**src/rtl/stack_seq_pkg.sv**
```systemverilog
package stack_seq_pkg;
  localparam int MCYC_PER_OP = 4;
  localparam int T_PER_MCYC  = 3;
  localparam int TST_W       = 2;

  typedef enum logic [1:0] {
    MC_OPCODE = 2'd0,
    MC_CODE2  = 2'd1,
    MC_DATA_A = 2'd2,
    MC_DATA_B = 2'd3
  } mcyc_e;
endpackage

```
**src/rtl/stack_seq_timer.sv**
```systemverilog
module stack_seq_timer
  import stack_seq_pkg::*;
(
  input  logic  clk,
  input  logic  rst,
  input  logic  start,
  output logic  busy,
  output mcyc_e mcyc,
  output logic  accept,
  output logic  enter,
  output mcyc_e enter_idx,
  output logic  to_t2,
  output logic  t3_end,
  output logic  finish,
  output logic  done
);
  localparam logic [TST_W-1:0] T_LAST = TST_W'(T_PER_MCYC - 1);
  localparam mcyc_e M_LAST = mcyc_e'(MCYC_PER_OP - 1);

  logic [TST_W-1:0] tst;

  always_comb begin
    accept    = start & ~busy;
    t3_end    = busy & (tst == T_LAST);
    finish    = t3_end & (mcyc == M_LAST);
    enter     = accept | (t3_end & ~finish);
    enter_idx = accept ? MC_OPCODE : mcyc_e'(mcyc + 2'd1);
    to_t2     = busy & (tst == '0);
  end

  always_ff @(posedge clk) begin
    if (rst) begin
      busy <= 1'b0;
      mcyc <= MC_OPCODE;
      tst  <= '0;
      done <= 1'b0;
    end else begin
      done <= finish;
      if (enter) begin
        busy <= 1'b1;
        mcyc <= enter_idx;
        tst  <= '0;
      end else if (finish) begin
        busy <= 1'b0;
        mcyc <= MC_OPCODE;
        tst  <= '0;
      end else if (busy) begin
        tst <= tst + 1'b1;
      end
    end
  end

  // T-states advance one per clock inside a machine cycle
  a_r1_tstate_step: assert property (@(posedge clk) disable iff (rst)
    (busy && tst != T_LAST) |=> (tst == $past(tst) + 2'd1) && (mcyc == $past(mcyc)));
  // done follows the final T3 and the block goes idle
  a_r1_done_after_last: assert property (@(posedge clk) disable iff (rst)
    finish |=> (done && !busy));
  a_r1_done_single: assert property (@(posedge clk) disable iff (rst)
    done |=> !done);
  // a start while busy does not restart the sequence
  a_r7_start_ignored: assert property (@(posedge clk) disable iff (rst)
    (busy && start && !t3_end) |=> (busy && mcyc == $past(mcyc)));
endmodule

```
**src/rtl/stack_seq_ptrs.sv**
```systemverilog
module stack_seq_ptrs
  import stack_seq_pkg::*;
#(
  parameter int AW = 16,
  parameter logic [AW-1:0] SP_INIT = '0,
  parameter logic [AW-1:0] PC_INIT = '0
)(
  input  logic          clk,
  input  logic          rst,
  input  logic          enter,
  input  mcyc_e         enter_idx,
  input  logic          is_pop,
  input  logic          finish,
  output logic [AW-1:0] sp,
  output logic [AW-1:0] cyc_addr
);
  localparam logic [AW-1:0] ONE = AW'(1);

  logic [AW-1:0] pc, sp_nxt, pc_nxt;

  always_comb begin
    sp_nxt   = sp;
    pc_nxt   = pc;
    cyc_addr = pc;
    if (enter) begin
      case (enter_idx)
        MC_OPCODE, MC_CODE2: begin
          cyc_addr = pc;
          pc_nxt   = pc + ONE;
        end
        MC_DATA_A: begin
          if (is_pop) begin
            cyc_addr = sp;
          end else begin
            sp_nxt   = sp - ONE;
            cyc_addr = sp_nxt;
          end
        end
        default: begin
          sp_nxt   = is_pop ? (sp + ONE) : (sp - ONE);
          cyc_addr = sp_nxt;
        end
      endcase
    end
    if (finish && is_pop) sp_nxt = sp + ONE;
  end

  always_ff @(posedge clk) begin
    if (rst) begin
      sp <= SP_INIT;
      pc <= PC_INIT;
    end else begin
      sp <= sp_nxt;
      pc <= pc_nxt;
    end
  end

  // the stack pointer only ever moves by one, wrapping modulo 2^AW
  a_r6_sp_step: assert property (@(posedge clk) disable iff (rst)
    !$stable(sp) |-> ((sp == $past(sp) + ONE) || (sp == $past(sp) - ONE)));
  // the program counter only moves forward by one
  a_r2_pc_step: assert property (@(posedge clk) disable iff (rst)
    !$stable(pc) |-> (pc == $past(pc) + ONE));
endmodule

```
**src/rtl/stack_seq_bus.sv**
```systemverilog
module stack_seq_bus
  import stack_seq_pkg::*;
#(
  parameter int AW = 16,
  parameter int DW = 8
)(
  input  logic            clk,
  input  logic            rst,
  input  logic            enter,
  input  mcyc_e           enter_idx,
  input  mcyc_e           mcyc,
  input  logic            cur_pop,
  input  logic            to_t2,
  input  logic            t3_end,
  input  logic            finish,
  input  logic [AW-1:0]   cyc_addr,
  input  logic [2*DW-1:0] cur_val,
  input  logic [DW-1:0]   mem_rdata,
  output logic [AW-1:0]   mem_addr,
  output logic [DW-1:0]   mem_wdata,
  output logic            mreq,
  output logic            rd,
  output logic            wr,
  output logic [2*DW-1:0] pop_val
);
  logic cyc_wr;
  logic is_data;

  assign is_data = (enter_idx == MC_DATA_A) || (enter_idx == MC_DATA_B);

  always_ff @(posedge clk) begin
    if (rst) begin
      mem_addr  <= '0;
      mem_wdata <= '0;
      mreq      <= 1'b0;
      rd        <= 1'b0;
      wr        <= 1'b0;
      cyc_wr    <= 1'b0;
      pop_val   <= '0;
    end else begin
      if (enter) begin
        mreq     <= 1'b1;
        rd       <= 1'b0;
        wr       <= 1'b0;
        mem_addr <= cyc_addr;
        cyc_wr   <= is_data && !cur_pop;
        if (is_data && !cur_pop)
          mem_wdata <= (enter_idx == MC_DATA_A) ? cur_val[2*DW-1:DW] : cur_val[DW-1:0];
        else
          mem_wdata <= '0;
      end else if (finish) begin
        mreq      <= 1'b0;
        rd        <= 1'b0;
        wr        <= 1'b0;
        cyc_wr    <= 1'b0;
        mem_wdata <= '0;
      end else if (to_t2) begin
        rd <= ~cyc_wr;
        wr <= cyc_wr;
      end
      if (t3_end && cur_pop && !cyc_wr) begin
        if (mcyc == MC_DATA_A) pop_val[DW-1:0]    <= mem_rdata;
        if (mcyc == MC_DATA_B) pop_val[2*DW-1:DW] <= mem_rdata;
      end
    end
  end

  // strobes are exclusive and only inside a memory request
  a_r5_rd_wr_excl: assert property (@(posedge clk) disable iff (rst) !(rd && wr));
  a_r5_strobe_in_mreq: assert property (@(posedge clk) disable iff (rst)
    (rd || wr) |-> mreq);
  // address and write data do not move while the write strobe is up
  a_r3_wdata_held: assert property (@(posedge clk) disable iff (rst)
    wr |-> ($stable(mem_wdata) && $stable(mem_addr)));
endmodule

```
**src/rtl/stack_seq.sv**
```systemverilog
module stack_seq
  import stack_seq_pkg::*;
#(
  parameter int AW = 16,
  parameter int DW = 8,
  parameter logic [AW-1:0] SP_INIT = '0,
  parameter logic [AW-1:0] PC_INIT = '0
)(
  input  logic            clk,
  input  logic            rst,
  input  logic            start,
  input  logic            pop_sel,
  input  logic [2*DW-1:0] push_val,
  input  logic [DW-1:0]   mem_rdata,
  output logic [AW-1:0]   mem_addr,
  output logic [DW-1:0]   mem_wdata,
  output logic            mreq,
  output logic            rd,
  output logic            wr,
  output logic [2*DW-1:0] pop_val,
  output logic            done,
  output logic            busy,
  output logic [AW-1:0]   sp
);
  localparam int VW = 2 * DW;

  mcyc_e         mcyc, enter_idx;
  logic          accept, enter, to_t2, t3_end, finish;
  logic          op_q, cur_pop;
  logic [VW-1:0] val_q, cur_val;
  logic [AW-1:0] cyc_addr;

  always_ff @(posedge clk) begin
    if (rst) begin
      op_q  <= 1'b0;
      val_q <= '0;
    end else if (accept) begin
      op_q  <= pop_sel;
      val_q <= push_val;
    end
  end

  assign cur_pop = accept ? pop_sel : op_q;
  assign cur_val = accept ? push_val : val_q;

  stack_seq_timer u_timer (
    .clk(clk), .rst(rst), .start(start), .busy(busy), .mcyc(mcyc),
    .accept(accept), .enter(enter), .enter_idx(enter_idx), .to_t2(to_t2),
    .t3_end(t3_end), .finish(finish), .done(done)
  );

  stack_seq_ptrs #(.AW(AW), .SP_INIT(SP_INIT), .PC_INIT(PC_INIT)) u_ptrs (
    .clk(clk), .rst(rst), .enter(enter), .enter_idx(enter_idx),
    .is_pop(cur_pop), .finish(finish), .sp(sp), .cyc_addr(cyc_addr)
  );

  stack_seq_bus #(.AW(AW), .DW(DW)) u_bus (
    .clk(clk), .rst(rst), .enter(enter), .enter_idx(enter_idx), .mcyc(mcyc),
    .cur_pop(cur_pop), .to_t2(to_t2), .t3_end(t3_end), .finish(finish),
    .cyc_addr(cyc_addr), .cur_val(cur_val), .mem_rdata(mem_rdata),
    .mem_addr(mem_addr), .mem_wdata(mem_wdata), .mreq(mreq), .rd(rd), .wr(wr),
    .pop_val(pop_val)
  );

  // after reset nothing is requested on the bus
  a_r8_idle_quiet: assert property (@(posedge clk) disable iff (rst)
    !busy |-> (!rd && !wr));
endmodule

```
**config.mk**
```make
export PLATFORM = sky130hd
export DESIGN_NAME = stack_seq
export DESIGN_NICKNAME = d
export VERILOG_FILES = /design/src/rtl/stack_seq_pkg.sv /design/src/rtl/stack_seq_timer.sv /design/src/rtl/stack_seq_ptrs.sv /design/src/rtl/stack_seq_bus.sv /design/src/rtl/stack_seq.sv
export SDC_FILE = /design/constraint.sdc
export NUM_CORES = 1
export LEC_CHECK = 0
export ABC_AREA = 1
export CAP_MARGIN = 30
export CORE_ASPECT_RATIO = 0.5
export CORE_MARGIN = 4
export CORE_UTILIZATION = 47
export CTS_BUF_LIST = sky130_fd_sc_hd__clkbuf_4
export DETAILED_ROUTE_END_ITERATION = 10
export DONT_BUFFER_PORTS = 1
export PLACE_DENSITY = 0.65
export SETUP_SLACK_MARGIN = 0.5
export SKIP_CTS_REPAIR_TIMING = 1
export SLEW_MARGIN = 20
export SYNTH_ARGS = -nofsm -noshare
export SYNTH_HDL_FRONTEND = slang
export SYNTH_SLANG_ARGS = --single-unit
```
**constraint.sdc**
```tcl
create_clock -name clk -period 2.3 [get_ports clk]
set_input_delay 0.23 -clock clk [delete_from_list [all_inputs] [get_ports clk]]
set_output_delay 0.23 -clock clk [all_outputs]
set_load 0.02 [all_outputs]
```
==> impl_metrics.yaml <==
setup_path:
  critPathSlowestCell: "dfxtp_2"
  critPathMostFrequentCell: "inv_4"
  cp.buffers_inverters: 5
  crit_path_cell_trace: "inv_4 -> ha_4 -> inv_4 -> nand2_8 -> nor2_4 -> clkinv_8 -> buf_12 -> buf_6 -> nand2_2 -> nand2_1 -> a21oi_1 -> nor2_1"
  crit_arrival_ps: 2300
  critPathLaunchType: "flop"
  crit_family: "buffers and inverters"
  critPathKind: "flop to flop"
  endpoint_kind: "flop"
  crit_required_ps: 2690
  slowest_delay_ps: 400
  critPathMaxFanout: 7
power:
  powerDensity_nw_per_um2: 459
  cellLeakagePower_uw: 0.00294
  ir_drop_v: 0.000383
timing:
  drv_slew: 0
  hold_viol_final: 38
  worst_pin_slew_ps: 439
  finalCritPeriodShare_pct: 83.0
  relSlewSlack_pct: 70.7
  whs_ps: -198
  fmax_ghz: 0.524
  rsz0062_at_grt: "yes"
  finalSetupTns_ps: 0
  period_needed_ps: 1910
  setup_viol: 0
  skew_ps: 29.8
logic_synthesis:
  synth_top_area_share_pct: 35.7
  synth_edf_count: 0
  ys_types: 45
  yosysMostFrequentCell: "nand2_1"
  yosys_warnings: 0
  synth-seq-cells: 98
  yosysSeqAreaShare_pct: 35.7
  syn_area_per_cell_um2: 6.70
  synth_cells: 821
  netlist_area_um2: 5500
  ys.flop_type: "dfxtp_1"
  syn_nets: 858
  yosys.area.top_type: "dfxtp_1"
  synthTopCellsByArea: "dfxtp_1, nand2_1, nand3_1, a21oi_1, nor2_1"
  synth_common_cells: "nand2_1, dfxtp_1, nor2_1"
  synthArstFlopShare_pct: 0
placement:
  gp_congestion: 0.878
  portBuffers: 0
  post_dp_cell_area_um2: 5640
  hpwlAfterDp_um: 11000
layout:
  design_area_um2: 6690
  nets: 889
  area_delta_synth_final_pct: 21.8
  drive_gt1_share_pct: 19.7
  fin_util_pct: 59.7
  n_antenna_cell: 0
clocking:
  clk_latency_ps: 470
  root_buffer: "clkbuf_4"
  path_clk_slew_ps: 180
  cts_inserted_buffers: 9
  h-tree-depth: 3
  clock_path_buffers: 2
  cts_tree: "done"
  cts.sinks: 98
global_route:
  grt_pass1_wl_um: 25300
  grt_pass1_vias: 4957
  track_usage_pct: 22.7
  antenna_found_initial: 0
  grt_start_max_net_pins: 45
  grt-ovfl-total: 0
die:
  die_w_um: 161
  start_util_pct: 49.0
  die_y_um: 84.5
  row_count: 27
  ios: 89
  fp.dieArea_um2: 13600
  core_um2: 11200
drt:
  routed_wirelength_um: 17200
  drc: 0
  ant_nets: 0
  drt-pass1-iter-count: 6
  drt-initial-drc-count: 517
  vias: 5651
  wl_per_cell_um: 16.9
  vias_per_cell: 5.56
run_status:
  status: "finished with violations"
  violations: "hold timing"
run:
  cap_violations: 0
hold_path:
  hp-class: "input pin to flop"
area by class of cell:
type | instances | area (um2)
clock buffers | 10 | 75.1
clock inverters | 6 | 48.8
fillers | 1042 | 4520
repair buffers | 61 | 653
well taps | 159 | 199
flip-flops and latches | 98 | 2000
repair inverters | 1 | 8.76
multi-input cells | 600 | 3370
inverters | 81 | 343
stage by stage:
stage	power, uW	setup slack [ps]	std cells
finish	3070	392	1016
global route	3220	322	1016
CTS	3030	153	972
global placement	2130	206	956
floorplan	2080	509	821
detailed placement	2140	191	956
logic make-up after synthesis:
family	count (synthesis)	share of synthesized area [%]
buffers and inverters	123	9.49
multiplexers	15	2.73
adder cells (fa/ha/maj)	9	2.05
AO/OA/AOI/OAI	167	16.6
flip-flops	98	35.7
XOR/XNOR	6	0.956
AND/OR/NAND/NOR	403	32.5
state kept, by name, summed over array words and instances (netlist names):
| signal | cells |
|---|---|
| u_bus.mem_addr | 16 |
| u_bus.pop_val | 16 |
| u_ptrs.pc | 16 |
| u_ptrs.sp | 16 |
| val_q | 16 |
| u_bus.mem_wdata | 8 |
| u_timer.mcyc | 2 |
| u_timer.tst | 2 |
| op_q | 1 |
| u_bus.cyc_wr | 1 |
| u_bus.mreq | 1 |
| u_bus.rd | 1 |
| u_bus.wr | 1 |
| u_timer.done | 1 |
cells in the final DEF, fill, tap and decap left out, types with 4 or more instances in the layout:
cell type      Yosys  final
nand2_1          198    189
dfxtp_1           98     81
nor2_1            87     73
inv_1             77     67
nand3_1           77     66
a21oi_1           72     62
o21ai_0           65     56
buf_4              3     29
mux2i_1           15     15
nor2_4             3     13
dlygate4sd3_1      0     13
nand3_2            1     12
nand2_2            7     11
nand4_1           11     11
dfxtp_2            0     11
clkbuf_4           0     10
o211ai_1           9      9
a31oi_1            9      9
buf_12             1      8
buf_6              2      8
inv_2              3      7
a21oi_2            0      7
o21ai_1            1      6
nor3_1             6      6
dfxtp_4            0      6
nor2_2             1      5
xor2_1             5      5
ha_4               0      5
inv_4              1      4
nand2_4            1      4
nand2_8            2      4
o21ai_2            0      4
ha_1               9      4
worst paths after layout:
path	startpoint	end	slack [ps]	cells after the start
worst max-delay path	u_timer.mcyc[0]	u_ptrs.sp[4]	390	12
worst min-delay path	rst	u_timer.mcyc[0]	-200	1
worst max register to register	u_timer.mcyc[0]	u_ptrs.sp[4]	390	12
worst min register to register	u_timer.tst[0]	u_timer.tst[0]	500	2
metal layers:
layer  up-vias  track usage (%)  routed length (um)
met2       232             34.2                7410
met3        21             7.90                1760
met4         0             4.18                 192
li1       2776                -                   -
met5         -                0                   0
met1      2622             31.8                7800
power breakdown:
part	switching [uW]	internal (uW)	total (uW)	leakage [uW]
Clock	644	249	893	0.0000670
Sequential	42.4	1730	1780	0.000805
Combinational	250	154	404	0.00207
Total	937	2140	3070	0.00294
(Power assumes the default switching activity.)
